--- src/rtl/cfgp_pkg.sv ---
package cfgp_pkg;
    typedef enum logic [1:0] {
        ST_IDLE  = 2'd0,
        ST_CMD   = 2'd1,
        ST_WDATA = 2'd2,
        ST_RDATA = 2'd3
    } cfgp_state_e;
endpackage

--- src/rtl/cfgp_sync.sv ---
module cfgp_sync #(
    parameter int WIDTH = 2
) (
    input  logic             clk,
    input  logic             rst_n,
    input  logic [WIDTH-1:0] async_i,
    output logic [WIDTH-1:0] sync_o
);
    logic [WIDTH-1:0] meta_q;
    logic [WIDTH-1:0] stab_q;

    genvar gi;
    generate
        for (gi = 0; gi < WIDTH; gi++) begin : g_bit
            always_ff @(posedge clk or negedge rst_n) begin
                if (!rst_n) begin
                    meta_q[gi] <= 1'b0;
                    stab_q[gi] <= 1'b0;
                end else begin
                    meta_q[gi] <= async_i[gi];
                    stab_q[gi] <= meta_q[gi];
                end
            end
        end
    endgenerate

    assign sync_o = stab_q;
endmodule

--- src/rtl/cfgp_edge.sv ---
module cfgp_edge (
    input  logic clk,
    input  logic rst_n,
    input  logic level_i,
    output logic rise_o
);
    logic prev_q;

    always_ff @(posedge clk or negedge rst_n) begin
        if (!rst_n) prev_q <= 1'b0;
        else        prev_q <= level_i;
    end

    assign rise_o = level_i & ~prev_q;

    assert_rise_single_R3: assert property (@(posedge clk) disable iff (!rst_n)
        rise_o |=> !rise_o);
endmodule

--- src/rtl/cfgp_regbank.sv ---
module cfgp_regbank #(
    parameter int NREG = 16,
    parameter int DW   = 8,
    localparam int AW  = $clog2(NREG)
) (
    input  logic              clk,
    input  logic              rst_n,
    input  logic              we_i,
    input  logic [AW-1:0]     addr_i,
    input  logic [DW-1:0]     wdata_i,
    output logic [DW-1:0]     rdata_o,
    output logic [NREG*DW-1:0] regs_o
);
    logic [DW-1:0] regs_q [NREG];

    genvar gr;
    generate
        for (gr = 0; gr < NREG; gr++) begin : g_reg
            always_ff @(posedge clk or negedge rst_n) begin
                if (!rst_n)                              regs_q[gr] <= '0;
                else if (we_i && (addr_i == AW'(gr)))    regs_q[gr] <= wdata_i;
            end
            assign regs_o[gr*DW +: DW] = regs_q[gr];
        end
    endgenerate

    assign rdata_o = regs_q[addr_i];

    assert_commit_lands_R4: assert property (@(posedge clk) disable iff (!rst_n)
        we_i |=> (regs_o[$past(addr_i)*DW +: DW] == $past(wdata_i)));
endmodule

--- src/rtl/cfgp_port.sv ---
module cfgp_port #(
    parameter int NREG = 16,
    parameter int DW   = 8
) (
    input  logic               clk,
    input  logic               rst_n,
    input  logic               sel_i,
    input  logic               sclk_i,
    input  logic               sdat_i,
    output logic               sdat_o,
    output logic               sdat_oe_o,
    output logic [NREG*DW-1:0] regs_o
);
    import cfgp_pkg::*;

    localparam int AW = $clog2(NREG);
    localparam int CW = $clog2(DW);
    localparam logic [CW-1:0] LAST_BIT = CW'(DW - 1);

    cfgp_state_e state_q, state_d;

    logic [1:0]    sync_in, sync_out;
    logic          sclk_s, din_s, sclk_rise;
    logic [CW-1:0] bitcnt_q, bit_idx;
    logic [DW-1:0] shreg_q, asm_byte, rd_byte;
    logic [AW-1:0] addr_q;
    logic          byte_done, wr_en;
    logic          sdo_q, oe_q;

    assign sync_in = {sdat_i, sclk_i};

    cfgp_sync #(.WIDTH(2)) sync_i (
        .clk     (clk),
        .rst_n   (rst_n),
        .async_i (sync_in),
        .sync_o  (sync_out)
    );

    assign sclk_s = sync_out[0];
    assign din_s  = sync_out[1];

    cfgp_edge edge_i (
        .clk     (clk),
        .rst_n   (rst_n),
        .level_i (sclk_s),
        .rise_o  (sclk_rise)
    );

    assign asm_byte  = {shreg_q[DW-2:0], din_s};
    assign byte_done = sclk_rise && (bitcnt_q == LAST_BIT);
    assign bit_idx   = LAST_BIT - bitcnt_q;
    assign wr_en     = sel_i && (state_q == ST_WDATA) && byte_done;

    cfgp_regbank #(.NREG(NREG), .DW(DW)) bank_i (
        .clk     (clk),
        .rst_n   (rst_n),
        .we_i    (wr_en),
        .addr_i  (addr_q),
        .wdata_i (asm_byte),
        .rdata_o (rd_byte),
        .regs_o  (regs_o)
    );

    // state register
    always_ff @(posedge clk or negedge rst_n) begin
        if (!rst_n) state_q <= ST_IDLE;
        else        state_q <= state_d;
    end

    // transitions
    always_comb begin
        state_d = state_q;
        unique case (state_q)
            ST_IDLE:  if (sel_i) state_d = ST_CMD;
            ST_CMD: begin
                if (!sel_i)         state_d = ST_IDLE;
                else if (byte_done) state_d = asm_byte[DW-1] ? ST_RDATA : ST_WDATA;
            end
            ST_WDATA: if (!sel_i) state_d = ST_IDLE;
            ST_RDATA: if (!sel_i) state_d = ST_IDLE;
            default:  state_d = ST_IDLE;
        endcase
    end

    // bit counter, shifter, address
    always_ff @(posedge clk or negedge rst_n) begin
        if (!rst_n) begin
            bitcnt_q <= '0;
            shreg_q  <= '0;
            addr_q   <= '0;
        end else if (!sel_i || state_q == ST_IDLE) begin
            bitcnt_q <= '0;
            shreg_q  <= '0;
        end else if (sclk_rise) begin
            bitcnt_q <= (bitcnt_q == LAST_BIT) ? '0 : bitcnt_q + 1'b1;
            shreg_q  <= asm_byte;
            if (byte_done) begin
                unique case (state_q)
                    ST_CMD:   addr_q <= asm_byte[AW-1:0];
                    ST_WDATA: addr_q <= addr_q + 1'b1;
                    ST_RDATA: addr_q <= addr_q + 1'b1;
                    default:  addr_q <= addr_q;
                endcase
            end
        end
    end

    // outputs
    always_ff @(posedge clk or negedge rst_n) begin
        if (!rst_n) begin
            sdo_q <= 1'b0;
            oe_q  <= 1'b0;
        end else begin
            oe_q <= (state_d == ST_RDATA);
            if (sel_i && state_q == ST_RDATA && sclk_rise)
                sdo_q <= rd_byte[bit_idx];
        end
    end

    assign sdat_o    = sdo_q;
    assign sdat_oe_o = oe_q;

    assert_release_on_deselect_R7: assert property (@(posedge clk) disable iff (!rst_n)
        !sel_i |=> !sdat_oe_o);

    assert_no_write_unselected_R2: assert property (@(posedge clk) disable iff (!rst_n)
        !sel_i |=> $stable(regs_o));

    assert_dout_holds_R5: assert property (@(posedge clk) disable iff (!rst_n)
        !sclk_rise |=> $stable(sdat_o));

    assert_oe_only_read_R8: assert property (@(posedge clk) disable iff (!rst_n)
        sdat_oe_o |-> (state_q == ST_RDATA));

    assert_no_commit_in_cmd_R3: assert property (@(posedge clk) disable iff (!rst_n)
        (state_q == ST_CMD) |=> $stable(regs_o));
endmodule

--- config.mk ---
export PLATFORM = sky130hd
export DESIGN_NAME = cfgp_port
export DESIGN_NICKNAME = d
export VERILOG_FILES = /design/src/rtl/cfgp_pkg.sv /design/src/rtl/cfgp_sync.sv /design/src/rtl/cfgp_edge.sv /design/src/rtl/cfgp_regbank.sv /design/src/rtl/cfgp_port.sv
export SDC_FILE = /design/constraint.sdc
export NUM_CORES = 1
export LEC_CHECK = 0
export BUFFER_PORTS_ARGS = -buffer_cell sky130_fd_sc_hd__buf_4
export CAP_MARGIN = 5
export CORE_MARGIN = 5
export CORE_UTILIZATION = 32
export DETAILED_ROUTE_END_ITERATION = 8
export PLACE_DENSITY = 0.53
export SYNTH_ARGS = -nofsm -noshare
export SYNTH_HDL_FRONTEND = slang
export SYNTH_SLANG_ARGS = --single-unit
export TNS_END_PERCENT = 10
--- constraint.sdc ---
create_clock -name clk -period 6.74 [get_ports clk]
set_input_delay 1.011 -clock clk [delete_from_list [all_inputs] [get_ports clk]]
set_output_delay 1.011 -clock clk [all_outputs]
set_load 0.005 [all_outputs]
==> results of run 1 <==
==> placed cells by master (no fill, tap or decap), drive strengths merged, types with 2 or more instances in the layout <==
cell type	count
a2111oi	2
a211oi	2
a21oi	15
a221oi	2
and2	5
buf	138
bufinv	3
clkbuf	26
clkinvlp	2
dfrtp	151
ha	6
inv	5
mux2	131
mux2i	22
mux4	23
nand2	44
nand3	4
nor2	9
nor2b	6
nor3	3
o21ai	10
o221ai	3
o22ai	4
==> how the worst max path moves through the flow <==
stage / slack [ns] / depth (start not counted) / endpoint / start
after floorplan: 4.43 / 6 / bank_i.regs_o[122] / sel_i
after global placement: 3.72 / 6 / sdat_o / addr_q[0]
after detailed placement: 3.71 / 6 / sdat_o / addr_q[0]
after CTS: 3.70 / 6 / sdat_o / addr_q[0]
after global routing: 3.55 / 6 / sdat_o / addr_q[0]
final: 3.74 / 6 / sdat_o / addr_q[0]
==> layout make-up <==
cell class              instances  share of cell area (%)
well taps                     280                    3.97
multi-input cells             307                    34.0
clock buffers                  26                    5.99
clock inverters                 6                    1.25
inverters                       5                   0.213
flip-flops and latches        151                    42.8
repair buffers                138                    11.7
==> routing by layer <==
layer	track usage, %	part of all wire [%]	wire length (um)
met5	0	0	0
met4	5.89	1.5	321
met3	4.89	7.0	1470
met2	27.4	49	10200
met1	22.8	43	8970
==> sequential cells by signal, indices dropped and copies added, names as in the netlist <==
register       flops
bank_i.regs_o    128
shreg_q            7
addr_q             4
bitcnt_q           3
state_q            2
sync_i.meta_q      2
sync_i.sync_o      2
edge_i.prev_q      1
sdat_o             1
sdat_oe_o          1
==> cells by family after synthesis <==
group                    after synthesis  synth area share, %
multiplexers                         176                 32.2
flip-flops                           151                 53.9
AND/OR/NAND/NOR                       77                 4.90
AO/OA/AOI/OAI                         48                 4.64
buffers and inverters                 45                 3.34
adder cells (fa/ha/maj)                6                 1.07
==> through the flow <==
| stage | setup slack (ns) | hold slack [ns] |
|---|---|---|
| CTS | 3.70 | 0.354 |
| global route | 3.55 | 0.357 |
| finish | 3.74 | 0.350 |
| detailed placement | 3.71 | 0.341 |
| floorplan | 4.43 | 0.331 |
| global placement | 3.72 | 0.341 |
==> power by group through the flow <==
stage | sequential [uW] | combinational (uW) | clock [uW]
after floorplan | 926 | 8.52 | 0
after global placement | 930 | 28.3 | 0
after detailed placement | 930 | 29.4 | 0
after CTS | 913 | 29.4 | 1030
after global routing | 913 | 33.5 | 1070
final | 913 | 28.1 | 1020
==> reports/metrics.yaml, run 1 <==
status:
  status: "finished clean"
clocking:
  clk_transition_reported_paths_ns: 0.06
  cts.path.max_buffers: 2
  root_buffer: "clkbuf_16"
  postCtsHoldBufs: 0
  postCtsSetupBuffers: 0
  insertion_delay_ns: 0.43
  cts.sinks: 151
  cts-htree-levels: 4
  numCtsBuffers: 17
  cts_tree: "yes"
  post_cts_resized: 0
critical_path:
  arrival_ns: 3.31
  crit-reg2reg-launch: "addr_q[0]"
  worst_setup_path_end_kind: "flop"
  crit_family: "multiplexers"
  crit_required_ns: 7.04
  cp_cell_sequence: "buf_4 -> mux4_1 -> mux2_2 -> a221o_1 -> a32oi_1 -> o41ai_2"
  critical_path.max_fanout: 24
  cp_num_buf_inv: 1
  r2r_cells: 6
  r2r_slack_ns: 3.74
  cpMaxStageDelayCell: "dfrtp_2"
  cp_slowest_stage_delay_ns: 0.84
  worst-setup-path-type: "reg -> reg"
  reg2reg_to: "sdat_o"
  critPathLaunchType: "flop"
synthesis:
  netlist_area_um2: 7020
  ys.flop_type: "dfrtp_1"
  syn_avg_cell_area_um2: 13.9
  ys_seq_area_share_pct: 53.9
  synthTopCellsByCount: "dfrtp_1 (151), mux2_2 (121), nand2_1 (44)"
  synth.distinct_cells: 45
  synth_largest_area_cell: "dfrtp_1"
  yosys_warnings: 0
  synth_top_area_share_pct: 53.9
  syn-num-nets: 514
  synth-edff-count: 0
  synth.most_common_cell: "dfrtp_1"
  syn_inst: 503
  netlist_top_cells_area: "dfrtp_1 (54%), mux2_2 (19%), mux4_1 (4.1%), mux4_2 (3.9%), mux2i_1 (3.1%)"
  ys_ff_latch: 151
  async_flop_share_pct: 100
die:
  fp.dieW_um: 158
  die_y_um: 158
  core_area_um2: 21700
  dieArea_um2: 25000
  start_util_pct: 32.3
  rows: 54
  ios: 135
placed_design:
  gp_congestion: 0.858
  dpl_cell_area_um2: 8180
  port_buffers: 134
  dp.cells: 880
  hpwl_um: 14800
pwr:
  comb_power_share_pct: 1.4
  cellLeakagePower_uw: 0.00454
  p_sw_uw: 394
  powerDensity_nw_per_um2: 222
  max-vdd-ir-drop_uv: 175
  sequentialPowerShare_pct: 46.6
  report.power.total_uw: 1960
  p_int_uw: 1570
  pwr-share-clk_pct: 51.9
  swShare_pct: 20.1
timing:
  rsz0062_at_grt: "false"
  slew_violations: 0
  tightestPinTransition_ns: 0.888
  min_period_ns: 3.00
  hold_violations: 0
  setup_viol_count_final: 0
  relSlewSlack_pct: 40.3
  fmax_mhz: 333
  fin_skew_ns: 0.00561
  tns_ns: 0
  fin_crit_sh_pct: 44.6
grt:
  antenna_found_initial: 0
  grt_pass1_wl_um: 32000
  grt_start_max_net_pins: 86
  grt-ovfl-total: 0
  grt_pass1_vias: 5189
  track_usage_pct: 17.3
route:
  vias_per_cell: 5.18
  drt_iter0_drc: 308
  ant_nets: 0
  wl_per_cell_um: 22.9
  drc: 0
  drt_wl_total_um: 20900
  dr.pass1.iters: 4
  vias: 4728
final_layout:
  fin_util_pct: 40.7
  layout-drive-gt1-share_pct: 48.2
  fin_nets: 631
  n_fill_cell: 2008
  stdcell_area_um2: 8830
  area_growth_pct: 25.8
  ff_latch_area_um2: 3780
  layoutNonFillerInstCount: 913
  multi_input_area_um2: 3000
  diodes: 0
hold_path:
  hold_path_startpoint: "sync_i.meta_q[0]"
  hold_depth: 0
  hold_end: "sync_i.sync_o[0]"
  hp-class: "reg -> reg"
run:
  drv_cap: 0
(Power assumes the default switching activity.)
==> run 2, diff against run 1 <==
Clock period 6.74 ns to 3 ns, I/O delays scaled along.
==> reports/metrics.yaml, run 2 (same netlist as run 1, synthesis figures left out) <==
pwr:
  powerDensity_nw_per_um2: 473  # +110%
  cellLeakagePower_uw: 0.00457  # +0.55%
  p_int_uw: 3320  # +110%
  max-vdd-ir-drop_uv: 387  # +120%
  sequentialPowerShare_pct: 49.0  # +2.4 points
  comb_power_share_pct: 1.7  # +0.3 points
  pwr-share-clk_pct: 49.3  # -2.6 points
  swShare_pct: 20.8  # +0.66 points
  p_sw_uw: 871  # +120%
clocking:
  post_cts_resized: 0  # unchanged
  root_buffer: "clkbuf_16"
  postCtsHoldBufs: 0  # unchanged
  clk_transition_reported_paths_ns: 0.06  # about the same
  numCtsBuffers: 17  # unchanged
  insertion_delay_ns: 0.42  # about the same
  cts-htree-levels: 4  # unchanged
  postCtsSetupBuffers: 0  # unchanged
  cts.path.max_buffers: 2  # unchanged
  cts.sinks: 151  # unchanged
  cts_tree: "yes"
final_layout:
  fin_nets: 642  # +1.7%
  diodes: 0  # unchanged
  final_cell_mix: "dfrtp_1 (150), buf_4 (147), mux2_2 (121)"
  final_common_cell: "dfrtp_1"
  largest_reg_flops: 128  # unchanged
  area_growth_pct: 26.2
  layout-drive-gt1-share_pct: 48.7  # +0.49 points
  n_fill_cell: 2046  # +1.9%
critical_path:
  crit_required_ns: 3.30  # -3.74 ns
  arrival_ns: 2.98  # -0.33 ns
  worst_setup_path_end_kind: "flop"
  cp_cell_sequence: "ha_1 -> ha_1 -> inv_1 -> nor4_1 -> and2_1 -> nand2_1 -> mux2_1"
  critPathMostFrequentCell: "ha_1"
  critical_path.max_fanout: 8  # -67%
  cp_num_buf_inv: 1  # unchanged
  worst-setup-path-type: "reg -> reg"
  critPathLaunchType: "flop"
  crit_family: "simple AND/OR/NAND/NOR gates"
  cpMaxStageDelayCell: "nor4_1"
  cp_slowest_stage_delay_ns: 0.51  # -0.33 ns
die:
  core_area_um2: 21700  # unchanged
  start_util_pct: 32.3  # unchanged
  ios: 135  # unchanged
  fp.dieW_um: 158  # unchanged
  die_y_um: 158  # unchanged
  rows: 54  # unchanged
  dieArea_um2: 25000  # unchanged
route:
  dr.pass1.iters: 4  # unchanged
  ant_nets: 0  # unchanged
  wl_per_cell_um: 22.4  # -2.2%
  drc: 0  # unchanged
  vias_per_cell: 5.07  # -2.1%
  vias: 4681  # -0.99%
  drt_wl_total_um: 20700  # -1.2%
  drt_iter0_drc: 397  # +29%
timing:
  min_period_ns: 2.68  # -0.325 ns
  hold_violations: 0  # unchanged
  rsz0062_at_grt: "false"
  relSlewSlack_pct: 39.6  # -0.76 points
  slew_violations: 0  # unchanged
  fin_skew_ns: 0.00948  # +0.00387 ns
  tightestPinTransition_ns: 0.899  # +0.0113 ns
  fin_crit_sh_pct: 89.3  # +45 points
  fin_hold_ws_ns: 0.00163  # -0.349 ns
  tns_ns: 0  # unchanged
  setup_viol_count_final: 0  # unchanged
  fmax_mhz: 373  # +12%
grt:
  grt_pass1_wl_um: 31800  # -0.65%
  grt_pass1_vias: 5083  # -2.0%
  antenna_found_initial: 0  # unchanged
  grt-ovfl-total: 0  # unchanged
  grt_start_max_net_pins: 56  # -35%
  track_usage_pct: 17.1  # -0.18 points
placed_design:
  gp_congestion: 0.844  # -1.6%
  hpwl_um: 14900  # +0.81%
  port_buffers: 134  # unchanged
status:
  status: "finished clean"
hold_path:
  hp-class: "in -> async"
run:
  drv_cap: 0  # unchanged
==> run 2: cell types whose count changed in the layout (fill, tap and decap cells not counted), sizes merged <==
| cell | delta |
|---|---|
| bufinv | -1 |
| buf | +11 |
| clkinv | +3 |
| clkbuf | -3 |
==> run 2: power groups by stage <==
stage | Sequential [uW] | Clock (uW) | Combinational [uW]
after floorplan | 2080 | 0 | 19.1
after global placement | 2090 | 0 | 72.8
after detailed placement | 2090 | 0 | 74.6
after CTS | 2050 | 2120 | 75.1
after global routing | 2050 | 2200 | 84.3
final | 2050 | 2070 | 71.9
==> run 2: final timing paths <==
path / from / to / slack (ns) / depth (start not counted)
max: bitcnt_q[1] / bank_i.regs_o[98] / 0.32 / 7
min: rst_n / bank_i.regs_o[84] / 0.002 / 1
max reg2reg: bitcnt_q[1] / bank_i.regs_o[98] / 0.32 / 7
min reg2reg: sync_i.meta_q[0] / sync_i.sync_o[0] / 0.37 / 0
max in group asynchronous: rst_n / bank_i.regs_o[24] / 2.25 / 2
min in group clk: sdat_i / sync_i.meta_q[1] / 0.14 / 1
==> run 2: stage by stage <==
step                worst slack (ns)  instances  cell area [um2]  util, %  total power (uW)
global placement               0.352        892             8290     38.2              2160
floorplan                      0.860        503             7020        -              2100
CTS                            0.337        923             8850     40.8              4240
global route                   0.193        923             8850     40.8              4330
detailed placement             0.362        892             8290     38.2              2160
finish                         0.322        923             8850     40.8              4190
==> run 2: final cells by class <==
type / count / area [um2] / area share [%]
clock buffer: 23 / 468 / 5.29
clock inverter: 8 / 98.8 / 1.12
inverter: 5 / 18.8 / 0.212
multi-input combinational: 307 / 3000 / 33.9
sequential: 151 / 3780 / 42.7
tap: 280 / 350 / 3.96
timing repair buffer: 149 / 1130 / 12.8
==> run 2: layer usage <==
layer / vias to the layer above / global-route usage, % / wire [um]
met4: 0 / 4.59 / 256
met3: 18 / 5.00 / 1170
met2: 134 / 27.2 / 9940
met1: 2422 / 22.9 / 9340
met5: - / 0 / 0
li1: 2107 / - / -
